$ cat config.mk
export PLATFORM = sky130hd
export DESIGN_NAME = upc_sequencer
export DESIGN_NICKNAME = d
export VERILOG_FILES = /design/src/rtl/upc_pkg.sv /design/src/rtl/upc_jump_reg.sv /design/src/rtl/upc_incr.sv /design/src/rtl/upc_next_sel.sv /design/src/rtl/upc_sequencer.sv
export SDC_FILE = /design/constraint.sdc
export NUM_CORES = 1
export LEC_CHECK = 0
export ABC_AREA = 0
export CAP_MARGIN = 20
export CORE_UTILIZATION = 53
export DETAILED_ROUTE_END_ITERATION = 8
export PLACE_DENSITY_LB_ADDON = 0.25
export REMOVE_ABC_BUFFERS = 1
export SYNTH_ARGS = -nofsm -noshare
export SYNTH_HDL_FRONTEND = slang
export SYNTH_HIERARCHICAL = 1
export SYNTH_SLANG_ARGS = --single-unit
$ cat constraint.sdc
create_clock -name clk -period 4.7 [get_ports clk]
set_input_delay 0.94 -clock clk [delete_from_list [all_inputs] [get_ports clk]]
set_output_delay 0.94 -clock clk [all_outputs]
set_load 0.02 [all_outputs]
$ cat src/rtl/upc_pkg.sv
package upc_pkg;

    // Next-address source codes; the two-bit value is the src_sel input.
    typedef enum logic [1:0] {
        SRC_INC    = 2'b00,
        SRC_DECODE = 2'b01,
        SRC_JUMP   = 2'b10,
        SRC_ZERO   = 2'b11
    } upc_src_e;

endpackage

$ cat src/rtl/upc_jump_reg.sv
module upc_jump_reg #(
    parameter int ADDR_W = 16
) (
    input  logic              clk,
    input  logic              rst_n,
    input  logic              load,
    input  logic [ADDR_W-1:0] data,
    output logic [ADDR_W-1:0] target
);

    always_ff @(posedge clk or negedge rst_n) begin
        if (!rst_n) begin
            target <= '0;
        end else if (load) begin
            target <= data;
        end
    end

    // a write takes the presented data
    p_jreg_load_r7: assert property (@(posedge clk) disable iff (!rst_n)
        load |=> target == $past(data));

    // no write, no change
    p_jreg_hold_r7: assert property (@(posedge clk) disable iff (!rst_n)
        !load |=> $stable(target));

endmodule

$ cat src/rtl/upc_incr.sv
module upc_incr #(
    parameter int ADDR_W = 16
) (
    input  logic [ADDR_W-1:0] cur,
    output logic [ADDR_W-1:0] nxt
);

    localparam logic [ADDR_W-1:0] STEP = ADDR_W'(1);

    // Modular add: the all-ones address wraps to zero
    always_comb begin
        nxt = cur + STEP;
    end

endmodule

$ cat src/rtl/upc_next_sel.sv
module upc_next_sel
    import upc_pkg::*;
#(
    parameter int ADDR_W = 16
) (
    input  logic [1:0]        src_sel,
    input  logic              branch_en,
    input  logic              branch_cond,
    input  logic [ADDR_W-1:0] dec_addr,
    input  logic [ADDR_W-1:0] jump_target,
    input  logic [ADDR_W-1:0] inc_addr,
    output upc_src_e          eff_src,
    output logic [ADDR_W-1:0] next_addr
);

    // The branch test overrides the coded source
    always_comb begin
        if (branch_en) begin
            eff_src = branch_cond ? SRC_JUMP : SRC_INC;
        end else begin
            eff_src = upc_src_e'(src_sel);
        end
    end

    always_comb begin
        unique case (eff_src)
            SRC_INC:    next_addr = inc_addr;
            SRC_DECODE: next_addr = dec_addr;
            SRC_JUMP:   next_addr = jump_target;
            SRC_ZERO:   next_addr = '0;
            default:    next_addr = '0;
        endcase
    end

    // A branch never resolves to the decoder or zero leg
    always_comb begin
        if (branch_en) begin
            a_branch_leg_r8: assert (eff_src == SRC_JUMP || eff_src == SRC_INC);
        end
    end

endmodule

$ cat src/rtl/upc_sequencer.sv
module upc_sequencer
    import upc_pkg::*;
#(
    parameter int ADDR_W = 16
) (
    input  logic              clk,
    input  logic              rst_n,
    input  logic              pc_le,
    input  logic [1:0]        src_sel,
    input  logic [ADDR_W-1:0] dec_addr,
    input  logic              jreg_load,
    input  logic [ADDR_W-1:0] jreg_data,
    input  logic              branch_en,
    input  logic              branch_cond,
    output logic [ADDR_W-1:0] upc
);

    logic [ADDR_W-1:0] jump_q;
    logic [ADDR_W-1:0] inc_addr;
    logic [ADDR_W-1:0] next_addr;
    upc_src_e          eff_src;

    upc_jump_reg #(.ADDR_W(ADDR_W)) jump_i (
        .clk    (clk),
        .rst_n  (rst_n),
        .load   (jreg_load),
        .data   (jreg_data),
        .target (jump_q)
    );

    upc_incr #(.ADDR_W(ADDR_W)) incr_i (
        .cur (upc),
        .nxt (inc_addr)
    );

    upc_next_sel #(.ADDR_W(ADDR_W)) sel_i (
        .src_sel     (src_sel),
        .branch_en   (branch_en),
        .branch_cond (branch_cond),
        .dec_addr    (dec_addr),
        .jump_target (jump_q),
        .inc_addr    (inc_addr),
        .eff_src     (eff_src),
        .next_addr   (next_addr)
    );

    // PC register: reset to zero, load only when enabled
    always_ff @(posedge clk or negedge rst_n) begin
        if (!rst_n) begin
            upc <= '0;
        end else if (pc_le) begin
            upc <= next_addr;
        end
    end

    p_hold_r2: assert property (@(posedge clk) disable iff (!rst_n)
        !pc_le |=> $stable(upc));

    p_incr_wrap_r3: assert property (@(posedge clk) disable iff (!rst_n)
        (pc_le && !branch_en && src_sel == 2'b00) |=> upc == $past(upc) + ADDR_W'(1));

    p_decode_r4: assert property (@(posedge clk) disable iff (!rst_n)
        (pc_le && !branch_en && src_sel == 2'b01) |=> upc == $past(dec_addr));

    p_jump_sel_r5: assert property (@(posedge clk) disable iff (!rst_n)
        (pc_le && !branch_en && src_sel == 2'b10) |=> upc == $past(jump_q));

    p_zero_r6: assert property (@(posedge clk) disable iff (!rst_n)
        (pc_le && !branch_en && src_sel == 2'b11) |=> upc == '0);

    // the target used is the one held before this edge
    p_taken_r8: assert property (@(posedge clk) disable iff (!rst_n)
        (pc_le && branch_en && branch_cond) |=> upc == $past(jump_q));

    p_not_taken_r9: assert property (@(posedge clk) disable iff (!rst_n)
        (pc_le && branch_en && !branch_cond) |=> upc == $past(upc) + ADDR_W'(1));

endmodule

==> flow_summary.ini <==
[status]
status = finished, final reports clean

[final_layout]
drive_gt1_share_pct = 21.2
multiInputGateArea_um2 = 1180
layout_commonest_cell = clkdlybuf4s50_1
syn_to_final_growth_pct = 27.1
nets = 281
nFillCells = 292
layout_common_cells = 55 x clkdlybuf4s50_1, 32 x dfrtp_1, 20 x mux2_4, 20 x inv_1
ff_latch_area_um2 = 801
diodes = 0

[routing]
vias_per_cell = 5.34
wl_per_cell_um = 16.4
dr.pass1.iters = 5
post-route-drc-count = 0
vias = 1543
drtAntennaViolNets = 0
drt-total-wl_um = 4740
drtIter0Drc = 111

[sta]
drv_slew = 0
period_share_pct = 59.3
finalSetupViolCount = 0
max_freq_mhz = 359
slew_headroom_pct = 36.5
rsz0062_at_grt = no
fin_worst_skew_ns = 0.00349
tightest_slew_ns = 0.949
final.min_clock_period_ns = 2.79
finalHoldViolCount = 0
timing.setup.tns_ns = 0

[clocking]
ctsHoldBuffers = 0
cts_root_buf = clkbuf_8
clock-sinks = 32
cts_buffer_depth = 2
postCtsSetupBuffers = 0
insertion_delay_ns = 0.28
clk_pin_slew_ns = 0.07
cts_tree = done
htree_levels = 2
postCtsResizedCells = 0
numCtsBuffers = 5

[floorplan]
initial_core_util_pct = 57.3
fp-row-count = 22
coreArea_um2 = 3800
pin_count = 56
die_h_um = 66.1
die-area_um2 = 4370
die_x_um = 66.1

[run]
drv_cap = 0

[worst_setup_path]
worstSetupPathType = primary input to flop
crit_path_max_fanout = 20
required_ns = 4.87
r2r_end = upc[12]$_DFFE_PN0P_
cp-startpoint = branch_en
slowest_delay_ns = 0.74
crit_arrival_ns = 2.95
reg2reg_slack_ns = 2.79
rr_worst_depth = 7
cp-end-kind = flop
rr_startpoint = upc[0]$_DFFE_PN0P_
crit_chain = clkdlybuf4s50_1 > nand2b_1 > a21oi_1 > mux2i_1 > mux2_4
crit_slowest_cell = clkdlybuf4s50_1
cp-start-kind = primary input

[placement]
portBuffers = 55
place.gp.congestion = 0.795
dp_hpwl_um = 3440

[worst_hold_path]
hold_end = jump_i/target[14]$_DFFE_PN0P_
hold_depth = 1
hold_class = flop to flop
hold_start = jump_i/target[14]$_DFFE_PN0P_

[global_route]
grtUsageTotal_pct = 24.1
antenna_found_initial = 0
grt_overflow = 0
grt_first_pass_wirelength_um = 7680
grt_pass1_vias = 1588
grt_max_degree = 33

[logic_synthesis]
netlist_instances = 189
netlist_area_um2 = 2180
yosys_warnings = 6
syn-mean-instance-area_um2 = 11.5

[power]
p_total_w = 0.00105
p_per_area_nw_per_um2 = 381
irDropWorstVdd_v = 0.000319
p_leak_nw = 1.24
[state kept, by name (all words and copies together) (netlist names)]
name           count
jump_i/target     16
upc               16
[report_power, final]
| group | total (W) | internal [W] | switching [W] |
|---|---|---|---|
| Combinational | 0.000418 | 0.000236 | 0.000182 |
| Sequential | 0.000418 | 0.000332 | 0.0000856 |
| Clock | 0.000218 | 0.000119 | 0.0000988 |
[critical path: cells and delay by family]
family / cells / cell delay (ns)
multiplexers: 2 / 0.37
AO/OA/AOI/OAI: 1 / 0.33
buffers and inverters: 1 / 0.74
AND/OR/NAND/NOR: 1 / 0.56
[final cells by class]
cell class                 count  area share (%)
sequential                    32            28.9
tap                           48            2.17
inverter                      20            2.71
timing repair buffer          56            20.2
multi-input combinational    125            42.8
clock buffer                   8            3.25
[per-stage QoR]
| stage | utilization [%] | instances | worst slack, ns | hold slack, ns | cell area, um^2 |
|---|---|---|---|---|---|
| floorplan | - | 177 | 2.79 | 0.481 | 2060 |
| global placement | 70.5 | 281 | 1.62 | 0.492 | 2680 |
| detailed placement | 70.5 | 281 | 1.60 | 0.499 | 2680 |
| CTS | 72.9 | 289 | 1.90 | 0.514 | 2770 |
| global route | 72.9 | 289 | 1.76 | 0.523 | 2770 |
| finish | 72.9 | 289 | 1.91 | 0.511 | 2770 |
[worst max path at each step]
stage | end | cells past startpoint
2_1_floorplan | upc[10]$_DFFE_PN0P_ | 4
3_3_place_gp | upc[6]$_DFFE_PN0P_ | 5
3_5_place_dp | upc[6]$_DFFE_PN0P_ | 5
4_1_cts | upc[6]$_DFFE_PN0P_ | 5
5_1_grt | upc[6]$_DFFE_PN0P_ | 5
6_report | upc[12]$_DFFE_PN0P_ | 5
[routing by layer]
| layer | GRT usage, % | up-vias | share of wire (%) |
|---|---|---|---|
| met4 | 7.18 | 0 | 0.80 |
| met5 | 0 | - | 0 |
| met3 | 4.66 | 4 | 4.6 |
| li1 | - | 769 | - |
| met2 | 42.3 | 41 | 52 |
| met1 | 29.5 | 729 | 43 |
No activity file was read; power rests on OpenSTA's default activity.
